===== config.mk =====
export PLATFORM = sky130hd
export DESIGN_NAME = stencil_seq
export DESIGN_NICKNAME = d
export VERILOG_FILES = /design/src/rtl/stencil_seq_pkg.sv /design/src/rtl/stencil_seq_counters.sv /design/src/rtl/stencil_seq_fsm.sv /design/src/rtl/stencil_seq_addr.sv /design/src/rtl/stencil_seq_status.sv /design/src/rtl/stencil_seq.sv
export SDC_FILE = /design/constraint.sdc
export NUM_CORES = 1
export LEC_CHECK = 0
export ABC_AREA = 1
export BUFFER_PORTS_ARGS = -buffer_cell sky130_fd_sc_hd__buf_2
export CAP_MARGIN = 10
export CORE_ASPECT_RATIO = 1.5
export CORE_MARGIN = 1.5
export CORE_UTILIZATION = 60
export CTS_BUF_LIST = sky130_fd_sc_hd__clkbuf_16
export DETAILED_ROUTE_END_ITERATION = 6
export GPL_ROUTABILITY_DRIVEN = 0
export PLACE_DENSITY = 0.82
export RECOVER_POWER = 50
export SYNTH_ARGS = -nofsm -noshare
export SYNTH_HDL_FRONTEND = slang
export SYNTH_HIERARCHICAL = 1
export SYNTH_SLANG_ARGS = --single-unit
export TNS_END_PERCENT = 1

===== constraint.sdc =====
create_clock -name clk_i -period 4.1 [get_ports clk_i]
set_input_delay 0.82 -clock clk_i [delete_from_list [all_inputs] [get_ports clk_i]]
set_output_delay 0.82 -clock clk_i [all_outputs]
set_load 0.01 [all_outputs]

===== src/rtl/stencil_seq_pkg.sv =====
package stencil_seq_pkg;

    typedef enum logic [2:0] {
        SQ_IDLE    = 3'd0,
        SQ_RD_PREV = 3'd1,
        SQ_RD_CURR = 3'd2,
        SQ_RD_NEXT = 3'd3,
        SQ_SHIFT   = 3'd4,
        SQ_WRITE   = 3'd5
    } sq_state_t;

    typedef struct packed {
        logic has_read;
        logic has_shift;
        logic first_col;
        logic shift_last;
        logic row_last;
    } sq_flags_t;

endpackage


===== src/rtl/stencil_seq_counters.sv =====
module stencil_seq_counters
    import stencil_seq_pkg::*;
#(
    parameter int WPR      = 160,
    parameter int OUT_ROWS = 478,
    parameter int PPW      = 4,
    localparam int CW      = $clog2(WPR + 2),
    localparam int RW      = $clog2((OUT_ROWS > 1) ? OUT_ROWS : 2),
    localparam int SW      = $clog2((PPW > 1) ? PPW : 2)
) (
    input  logic          clk_i,
    input  logic          rst_i,
    input  logic          clr_i,
    input  logic          shift_i,
    input  logic          col_step_i,
    input  logic          row_step_i,
    output sq_flags_t     flags_o,
    output logic [CW-1:0] col_o
);

    localparam logic [CW-1:0] C_WPR  = CW'(WPR);
    localparam logic [CW-1:0] C_LAST = CW'(WPR + 1);
    localparam logic [RW-1:0] R_LAST = RW'(OUT_ROWS - 1);
    localparam logic [SW-1:0] S_LAST = SW'(PPW - 1);

    logic [CW-1:0] col_q;
    logic [RW-1:0] row_q;
    logic [SW-1:0] sh_q;

    always_ff @(posedge clk_i) begin
        if (rst_i || clr_i) begin
            col_q <= '0;
            row_q <= '0;
        end else if (row_step_i) begin
            col_q <= '0;
            row_q <= row_q + 1'b1;
        end else if (col_step_i) begin
            col_q <= col_q + 1'b1;
        end
    end

    always_ff @(posedge clk_i) begin
        if (rst_i || clr_i) begin
            sh_q <= '0;
        end else if (shift_i) begin
            sh_q <= (sh_q == S_LAST) ? '0 : sh_q + 1'b1;
        end
    end

    always_comb begin
        flags_o.has_read   = (col_q < C_WPR);
        flags_o.has_shift  = (col_q <= C_WPR);
        flags_o.first_col  = (col_q == '0);
        flags_o.shift_last = (sh_q == S_LAST);
        flags_o.row_last   = (row_q == R_LAST);
    end

    assign col_o = col_q;

    // the shift-cycle counter wraps after PPW cycles
    a_r5_shift_wrap: assert property (@(posedge clk_i) disable iff (rst_i)
        (shift_i && sh_q == S_LAST && !clr_i) |=> (sh_q == '0));

    // the group counter never passes the second drain step
    a_r7_col_bound: assert property (@(posedge clk_i) disable iff (rst_i)
        col_q <= C_LAST);

endmodule


===== src/rtl/stencil_seq_fsm.sv =====
module stencil_seq_fsm
    import stencil_seq_pkg::*;
(
    input  logic      clk_i,
    input  logic      rst_i,
    input  logic      start_i,
    input  logic      ack_i,
    input  sq_flags_t flags_i,
    output sq_state_t state_o,
    output logic      cyc_o,
    output logic      we_o,
    output logic [2:0] ld_o,
    output logic      shift_o,
    output logic      clr_o,
    output logic      col_step_o,
    output logic      row_step_o,
    output logic      o_step_o,
    output logic      d_step_o,
    output logic      done_set_o
);

    sq_state_t st_q, st_d;
    logic      row_end;

    always_ff @(posedge clk_i) begin
        if (rst_i) st_q <= SQ_IDLE;
        else       st_q <= st_d;
    end

    assign row_end = ack_i && !flags_i.has_read && !flags_i.has_shift;

    always_comb begin
        st_d = st_q;
        unique case (st_q)
            SQ_IDLE:    if (start_i) st_d = SQ_RD_PREV;
            SQ_RD_PREV: if (ack_i)   st_d = SQ_RD_CURR;
            SQ_RD_CURR: if (ack_i)   st_d = SQ_RD_NEXT;
            SQ_RD_NEXT: if (ack_i)   st_d = SQ_SHIFT;
            SQ_SHIFT:
                if (flags_i.shift_last)
                    st_d = flags_i.first_col ? SQ_RD_PREV : SQ_WRITE;
            SQ_WRITE:
                if (ack_i) begin
                    if (flags_i.has_read)       st_d = SQ_RD_PREV;
                    else if (flags_i.has_shift) st_d = SQ_SHIFT;
                    else if (flags_i.row_last)  st_d = SQ_IDLE;
                    else                        st_d = SQ_RD_PREV;
                end
            default:                            st_d = SQ_IDLE;
        endcase
    end

    always_comb begin
        cyc_o      = 1'b0;
        we_o       = 1'b0;
        ld_o       = 3'b000;
        shift_o    = 1'b0;
        clr_o      = 1'b0;
        col_step_o = 1'b0;
        row_step_o = 1'b0;
        o_step_o   = 1'b0;
        d_step_o   = 1'b0;
        done_set_o = 1'b0;
        unique case (st_q)
            SQ_IDLE:    clr_o = start_i;
            SQ_RD_PREV: begin cyc_o = 1'b1; ld_o[0] = ack_i; end
            SQ_RD_CURR: begin cyc_o = 1'b1; ld_o[1] = ack_i; end
            SQ_RD_NEXT: begin cyc_o = 1'b1; ld_o[2] = ack_i; o_step_o = ack_i; end
            SQ_SHIFT: begin
                shift_o    = 1'b1;
                col_step_o = flags_i.shift_last;
            end
            SQ_WRITE: begin
                cyc_o      = 1'b1;
                we_o       = 1'b1;
                d_step_o   = ack_i;
                row_step_o = row_end && !flags_i.row_last;
                done_set_o = row_end && flags_i.row_last;
            end
            default: ;
        endcase
    end

    assign state_o = st_q;

    // a raised request stays raised until acknowledged
    a_r4_req_held: assert property (@(posedge clk_i) disable iff (rst_i)
        (cyc_o && !ack_i) |=> (cyc_o && $stable(we_o)));

    // a start pulse outside idle never clears the counters
    a_r2_busy_start: assert property (@(posedge clk_i) disable iff (rst_i)
        (st_q != SQ_IDLE && start_i) |-> !clr_o);

endmodule


===== src/rtl/stencil_seq_addr.sv =====
module stencil_seq_addr
    import stencil_seq_pkg::*;
#(
    parameter int AW  = 20,
    parameter int WPR = 160
) (
    input  logic          clk_i,
    input  logic          rst_i,
    input  logic          clr_i,
    input  logic          o_step_i,
    input  logic          d_step_i,
    input  sq_state_t     state_i,
    input  logic [AW-1:0] src_base_i,
    input  logic [AW-1:0] dst_base_i,
    output logic [AW-1:0] adr_o
);

    logic [AW-1:0] o_off_q;
    logic [AW-1:0] d_off_q;
    logic [AW-1:0] rd_adr [3];

    always_ff @(posedge clk_i) begin
        if (rst_i || clr_i) begin
            o_off_q <= '0;
            d_off_q <= '0;
        end else begin
            if (o_step_i) o_off_q <= o_off_q + 1'b1;
            if (d_step_i) d_off_q <= d_off_q + 1'b1;
        end
    end

    for (genvar k = 0; k < 3; k++) begin : g_row_adr
        assign rd_adr[k] = src_base_i + o_off_q + AW'(k * WPR);
    end

    always_comb begin
        unique case (state_i)
            SQ_RD_PREV: adr_o = rd_adr[0];
            SQ_RD_CURR: adr_o = rd_adr[1];
            SQ_RD_NEXT: adr_o = rd_adr[2];
            SQ_WRITE:   adr_o = dst_base_i + d_off_q;
            default:    adr_o = '0;
        endcase
    end

    // every write trails the fetches that feed it
    a_r8_write_lags_read: assert property (@(posedge clk_i) disable iff (rst_i)
        d_step_i |-> (d_off_q < o_off_q));

endmodule


===== src/rtl/stencil_seq_status.sv =====
module stencil_seq_status (
    input  logic clk_i,
    input  logic rst_i,
    input  logic done_set_i,
    input  logic status_rd_i,
    input  logic irq_en_i,
    output logic done_o,
    output logic irq_o
);

    logic done_q;

    always_ff @(posedge clk_i) begin
        if (rst_i)            done_q <= 1'b0;
        else if (done_set_i)  done_q <= 1'b1;
        else if (status_rd_i) done_q <= 1'b0;
    end

    assign done_o = done_q;
    assign irq_o  = done_q && irq_en_i;

    // done persists until a status read
    a_r10_done_holds: assert property (@(posedge clk_i) disable iff (rst_i)
        (done_q && !status_rd_i) |=> done_q);

    // a status read without a coincident set clears done
    a_r10_done_clears: assert property (@(posedge clk_i) disable iff (rst_i)
        (status_rd_i && !done_set_i) |=> !done_q);

endmodule


===== src/rtl/stencil_seq.sv =====
module stencil_seq
    import stencil_seq_pkg::*;
#(
    parameter int IMG_W        = 640,
    parameter int IMG_H        = 480,
    parameter int PIX_PER_WORD = 4,
    parameter int AW           = 20,
    localparam int WPR         = IMG_W / PIX_PER_WORD,
    localparam int OUT_ROWS    = IMG_H - 2,
    localparam int CW          = $clog2(WPR + 2)
) (
    input  logic          clk_i,
    input  logic          rst_i,
    input  logic          start_i,
    input  logic          irq_en_i,
    input  logic          status_rd_i,
    input  logic [AW-1:0] src_base_i,
    input  logic [AW-1:0] dst_base_i,
    output logic          m_cyc_o,
    output logic          m_stb_o,
    output logic          m_we_o,
    output logic [AW-1:0] m_adr_o,
    input  logic          m_ack_i,
    output logic          ld_prev_o,
    output logic          ld_curr_o,
    output logic          ld_next_o,
    output logic          shift_en_o,
    output logic          done_o,
    output logic          irq_o
);

    localparam logic [CW-1:0] C_WPR = CW'(WPR);

    sq_state_t     state;
    sq_flags_t     flags;
    logic [CW-1:0] col;
    logic [2:0]    ld;
    logic          clr, col_step, row_step, o_step, d_step, done_set;

    stencil_seq_fsm u_fsm (
        .clk_i      (clk_i),
        .rst_i      (rst_i),
        .start_i    (start_i),
        .ack_i      (m_ack_i),
        .flags_i    (flags),
        .state_o    (state),
        .cyc_o      (m_cyc_o),
        .we_o       (m_we_o),
        .ld_o       (ld),
        .shift_o    (shift_en_o),
        .clr_o      (clr),
        .col_step_o (col_step),
        .row_step_o (row_step),
        .o_step_o   (o_step),
        .d_step_o   (d_step),
        .done_set_o (done_set)
    );

    stencil_seq_counters #(
        .WPR      (WPR),
        .OUT_ROWS (OUT_ROWS),
        .PPW      (PIX_PER_WORD)
    ) u_cnt (
        .clk_i      (clk_i),
        .rst_i      (rst_i),
        .clr_i      (clr),
        .shift_i    (shift_en_o),
        .col_step_i (col_step),
        .row_step_i (row_step),
        .flags_o    (flags),
        .col_o      (col)
    );

    stencil_seq_addr #(
        .AW  (AW),
        .WPR (WPR)
    ) u_addr (
        .clk_i      (clk_i),
        .rst_i      (rst_i),
        .clr_i      (clr),
        .o_step_i   (o_step),
        .d_step_i   (d_step),
        .state_i    (state),
        .src_base_i (src_base_i),
        .dst_base_i (dst_base_i),
        .adr_o      (m_adr_o)
    );

    stencil_seq_status u_stat (
        .clk_i       (clk_i),
        .rst_i       (rst_i),
        .done_set_i  (done_set),
        .status_rd_i (status_rd_i),
        .irq_en_i    (irq_en_i),
        .done_o      (done_o),
        .irq_o       (irq_o)
    );

    assign m_stb_o   = m_cyc_o;
    assign ld_prev_o = ld[0];
    assign ld_curr_o = ld[1];
    assign ld_next_o = ld[2];

    // at most one load strobe, and only on a read acknowledge
    a_r3_load_onehot: assert property (@(posedge clk_i) disable iff (rst_i)
        $onehot0({ld_prev_o, ld_curr_o, ld_next_o}));
    a_r3_load_on_ack: assert property (@(posedge clk_i) disable iff (rst_i)
        (ld_prev_o || ld_curr_o || ld_next_o) |-> (m_ack_i && !m_we_o));

    // address stable while a request waits
    a_r4_adr_stable: assert property (@(posedge clk_i) disable iff (rst_i)
        (m_cyc_o && !m_ack_i) |=> $stable(m_adr_o));

    // no bus activity while the window shifts
    a_r5_quiet_shift: assert property (@(posedge clk_i) disable iff (rst_i)
        shift_en_o |-> !m_cyc_o);

    // no write during the first two groups of a row
    a_r6_no_early_write: assert property (@(posedge clk_i) disable iff (rst_i)
        (m_cyc_o && m_we_o) |-> (col >= CW'(2)));

    // no read once the row is draining
    a_r7_no_late_read: assert property (@(posedge clk_i) disable iff (rst_i)
        (m_cyc_o && !m_we_o) |-> (col < C_WPR));

endmodule


; Word level (Yosys, flattened, before mapping)
; Cells that the tools add are included.
; W data, S select, Z words.
[op_classes]
n_addsub = 9
mux = 26
order_cmp = 2
reduce_logical = 15
n_eq_ne = 13
[ops]
columns = cell, n
row1 = $pmux W20 S4, 1
row2 = $add A20 B1 Y20 const B, 2
row3 = $add A20 B20 Y20, 2
row4 = $mux W3, 9
row5 = $add A20 B8 Y20 const B, 1
row6 = $add A20 B9 Y20 const B, 1
row7 = $pmux W3 S6, 1
row8 = $mux W1, 14
row9 = $ne A2 B2 Y1 const B, 5
row10 = $add A9 B1 Y9 const B, 1
row11 = $eq A9 B9 Y1 const B, 1
row12 = $add A8 B1 Y8 const B, 1
row13 = $le A8 B8 Y1 const B, 1
row14 = $logic_not A8 Y1, 1
row15 = $lt A8 B8 Y1 const B, 1
row16 = $eq A3 B2 Y1 const B, 2
row17 = $eq A3 B3 Y1 const B, 2
row18 = $reduce_and A6 Y1, 1
row19 = $logic_and A1 B1 Y1, 5
row20 = $reduce_or A4 Y1, 1
row21 = $eq A3 B1 Y1 const B, 1
row22 = $logic_not A1 Y1, 3
row23 = $logic_not A3 Y1, 1
row24 = $add A2 B1 Y2 const B, 1
row25 = other kinds (6), 6
[word_totals]
input_bits = 46
ff_bits = 63
wordCells = 72
output_inout_bits = 29

; Logic depth before layout (Yosys ltp)
[logic_depth]
ltp_word = 7
depth_mapped = 20
ltp_nobuf = 20

; Hierarchy
; The synthesis kept the hierarchy.
[modules_own_cells]
columns = module, cells_per_inst, area_per_inst_um2, seq_area_each_um2, instances
row1 = stencil_seq_addr, 903, 5186.2, 800.8, 1
row2 = stencil_seq_counters, 137, 958.4, 380.4, 1
row3 = stencil_seq_fsm, 61, 370.4, 60.1, 1
row4 = stencil_seq_status, 7, 47.5, 20.0, 1
row5 = stencil_seq, 1, 7.5, 0.0, 1

; Worst setup path after synthesis
; No wires, ideal clock.
[synth_timing]
path_kind = input to output
startpoint = in src_base_i[0]
endpoint = out m_adr_o[17]
required_ps = 3280
n_path_buf = 0
path_stages = 19
setup_slack_ps = 316
arrival_time_ps = 2964
path_cell_list = ha_1 -> fa_1 -> nand3_1 -> nand3_1 -> nand2_1 -> nand3_1 -> nand2_1 -> ha_1 -> inv_1 -> nand3_2 -> nand2_2 -> nor2_4 -> nand2_2 -> nor2_2 -> nand3_1 -> nand2_1 -> nor2_1 -> nor2_1 -> nand2_1
[synth_between]
elab_chain_len = 3
elab_cells_between_ends = 4
cone_classes = add/sub (3) / mux (1)
[synth_lines]
columns = item, line
row1 = "start, declared", stencil_seq.sv:17  ; input logic [AW-1:0] src_base_i,
row2 = $add A20 B20 Y20 (*), stencil_seq_addr.sv:33  ; assign rd_adr[k] = src_base_i + o_off_q + AW'(k * WPR);
row3 = $add A20 B9 Y20 or $add A20 B8 Y20 (tied branches), stencil_seq_addr.sv:33
row4 = $pmux W20 S4 (*), stencil_seq_addr.sv:37  ; unique case (state_i)
row5 = "end, declared", stencil_seq.sv:22  ; output logic [AW-1:0] m_adr_o,
; Mark *: on every way between the ends. The rest lies on a longest branch, timed or not.

; Worst setup path in the final report
[layout_timing]
startpoint = in src_base_i[4]
endpoint = out m_adr_o[17]
; Same word-level chain as after synthesis.

==> results_dict.tcl <==
set metrics [dict create \
    layout-drive-gt1-share_pct 14.4 \
    synth-warning-count 6 \
    critPathLaunchType "input pin" \
    wl_per_cell_um 13.4 \
    critical_path_class "in2out" \
    layout_commonest_cell "nand2_1" \
    io_pins 75 \
    critPathSlowestCell "ha_1" \
    num_rows 46 \
    fmax_mhz 256 \
    antenna_found_initial 0 \
    use_met2_pct 57.6 \
    maxSlewHeadroom_pct 23.2 \
    grt_overflow 0 \
    crit_path_end_kind "output port" \
    slew_viol_final 0 \
    required_ps 3280 \
    diodes 0 \
    async_reset_ff_share_pct 0 \
    cts_inserted_buffers 9 \
    p_leak_nw 3.59 \
    gr-usage-all-layers_pct 32.0 \
    fin_cells 1340 \
    detailed_place_hpwl_um 14400 \
    drcViolationCount 0 \
    grt_pass1_vias 6811 \
    path_delay_family "simple AND/OR/NAND/NOR gates" \
    dpl.cell_count 1324 \
    setup_viol 0 \
    fin_util_pct 70.0 \
    syn2layout_area_growth_pct 13.5 \
    clkTransAtPathRegs_ps 50 \
    grt_max_degree 26 \
    reg2reg_setup_slack_ps 1160 \
    skew_ps 7.10 \
    synthFlopType "dfxtp_1" \
    crit_fanout 4 \
    min_period_over_period_pct 95.2 \
    finalNetCount 1287 \
    reg2reg_from "u_fsm/state_o[2]" \
    htree_levels 3 \
    clkSinkCount 63 \
    netlist_area_um2 6570 \
    fp.dieH_um 131 \
    hold_violations 0 \
    clockBufferDepth 2 \
    clockRootBuffer "clkbuf_16" \
    grt_pass1_wl_um 29800 \
    cts_setup_buffers 0 \
    synth_edf_count 0 \
    critPathMaxStageDelay_ps 360 \
    use_met3_pct 4.71 \
    cp-endpoint "m_adr_o[17]" \
    yosysSeqAreaShare_pct 19.2 \
    peakVddDrop_mv 0.289 \
    r2r-end "u_addr/d_off_q[12]" \
    dieWidth_um 88.4 \
    cts_tree "done" \
    syn_nets 1205 \
    fp.coreArea_um2 10600 \
    path_buf_inv 5 \
    worst_path_most_repeated_cell "nand2_1" \
    worst_pin_slew_ps 1150 \
    num_vias 7445 \
    crit_chain "buf_2 -> ha_1 -> nand2_1 -> inv_1 -> nand3_2 -> nand2_1 -> nand2_1 -> nand2_1 -> inv_2 -> ha_1 -> inv_1 -> nand3_2 -> nand2_2 -> nor2_4 -> nand2_4 -> nor2_4 -> nand3_1 -> nand2_1 -> nor2_1 -> nor2_1 -> nand2_1 -> buf_2" \
    critical_path_depth 22 \
    insertion_delay_ps 340 \
    fin_setup_tns_ps 0 \
    final_cell_mix "nand2_1, inv_1, nor2_1" \
    grt_setup_unrepaired "no" \
    maxCapViolCount 0 \
    cts_hold_buf 0 \
    synth_cell_type_count 49 \
    period_needed_ps 3900 \
    status "complete, no violations" \
    synth_seq_cells 63 \
    via_per_inst 5.56 \
    firstDrtPassIters 5 \
    grt_busiest_layer "met2" \
    syn_inst 1109 \
    drt-initial-drc-count 473 \
    synth.avg_cell_area_um2 5.92 \
    wl_um 18000 \
    postRouteAntennaNets 0 \
    holdCritPathClass "reg2reg" \
    crit_start "src_base_i[4]" \
    crit_arrival_ps 3080 \
    power_density_nw_per_um2 319 \
    start_util_pct 61.7 \
    worst-r2r-cell-count 13 \
    grtUsageMet1_pct 36.2 \
    io_buffers 74 \
    dieArea_um2 11600 \
]
metrics by stage:
stage	power, mW	hold slack [ps]	worst slack [ps]	area (um^2)
floorplan	1.27	455	316	6570
global placement	1.55	475	136	7130
detailed placement	1.57	477	66.9	7130
CTS	2.40	490	57.9	7450
global route	2.52	526	1.65	7460
finish	2.38	490	198	7460
layer usage:
| layer | share of wire, % | wire, um |
|---|---|---|
| met2 | 51 | 9260 |
| met4 | 3.0 | 533 |
| met3 | 6.2 | 1110 |
| met1 | 39 | 7110 |
| met5 | 0 | 0 |
state kept, by name, indices dropped and copies added (netlist names):
signal / flops
u_stat/done_o: 1
u_cnt/col_o: 8
u_fsm/state_o: 3
u_cnt/sh_q: 2
u_cnt/row_q: 9
u_addr/d_off_q: 20
u_addr/o_off_q: 20
repair_timing:
| action | CTS | global route |
|---|---|---|
| gates resized for setup | 0 | 9 |
| endpoints found under the hold margin | 0 | 0 |
| endpoints found under the setup margin | 0 | 9 |
synth_stat cells (2+ instances only):
| cell type | number | area, um^2 |
|---|---|---|
| nor4_1 | 8 | 50.1 |
| nand2_4 | 6 | 67.6 |
| o21ai_1 | 4 | 20.0 |
| a31oi_1 | 3 | 18.8 |
| ha_1 | 48 | 601 |
| a21oi_2 | 2 | 17.5 |
| buf_4 | 5 | 37.5 |
| nand3b_1 | 5 | 37.5 |
| clkbuf_1 | 7 | 26.3 |
| nor2_1 | 113 | 424 |
| inv_2 | 11 | 41.3 |
| o21bai_1 | 2 | 15.0 |
| nor3_1 | 30 | 150 |
| o21ai_0 | 55 | 275 |
| or2_2 | 5 | 31.3 |
| nand2_1 | 280 | 1050 |
| nand4_1 | 19 | 119 |
| xor2_1 | 7 | 61.3 |
| inv_1 | 159 | 597 |
| o211ai_1 | 2 | 15.0 |
| a21oi_1 | 87 | 435 |
| a21o_1 | 3 | 22.5 |
| o2111ai_1 | 6 | 52.6 |
| o22ai_1 | 4 | 25.0 |
| clkinv_1 | 2 | 7.51 |
| nand3_1 | 100 | 500 |
| nor2_2 | 12 | 75.1 |
| nor2_4 | 6 | 67.6 |
| and2_1 | 2 | 12.5 |
| xnor2_1 | 4 | 35.0 |
| nor3_2 | 4 | 40.0 |
| nand3_2 | 7 | 70.1 |
| nand2_2 | 22 | 138 |
| fa_1 | 2 | 40.0 |
| dfxtp_1 | 63 | 1260 |
worst register-to-register path, cell delays in order, from the launching register on:
cell	delay, ps
dfxtp_1	520
inv_1	230
nor2_1	230
nand2_1	140
inv_1	210
inv_1	160
nor2_1	160
nand2_1	80
nor2_1	190
nand2_1	100
nor4_1	370
nand2_1	140
nor3_1	190
nor3_1	70
area by class of cell:
| cell class | count | area, um^2 |
|---|---|---|
| clock buffer | 9 | 225 |
| clock inverter | 7 | 97.6 |
| fill | 1015 | 3190 |
| inverter | 172 | 646 |
| multi-input combinational | 860 | 4600 |
| sequential | 63 | 1260 |
| tap | 144 | 180 |
| timing repair buffer | 85 | 443 |
logic make-up (layout without fill, tap and decap cells):
logic type | after synthesis | after routing | share of synthesized area [%]
muxes | 1 | 1 | 0.152
xor gates and xnor gates | 11 | 11 | 1.47
and+or+nand+nor | 625 | 625 | 44.1
adders and majority gates | 50 | 50 | 9.75
buffers and inverters | 186 | 273 | 11.0
DFF | 63 | 63 | 19.2
AOI/OAI and AO/OA | 173 | 173 | 14.3
power by group:
part           internal (mW)  switching (mW)  leakage, nW
logic                  0.318           0.560         2.92
registers              0.632          0.0442        0.508
clock network          0.533           0.294        0.153
worst min path at each step:
stage | depth (start not counted) | from | slack [ps] | end
final | 2 | u_stat/done_o | 490 | u_stat/done_o
after global routing | 1 | u_cnt/row_q[3] | 530 | u_cnt/row_q[3]
after CTS | 2 | u_stat/done_o | 490 | u_stat/done_o
after detailed placement | 2 | u_stat/done_o | 480 | u_stat/done_o
after global placement | 2 | u_addr/d_off_q[18] | 480 | u_addr/d_off_q[18]
after floorplan | 1 | u_cnt/row_q[3] | 460 | u_cnt/row_q[3]
No activity file was read; power rests on OpenSTA's default activity.
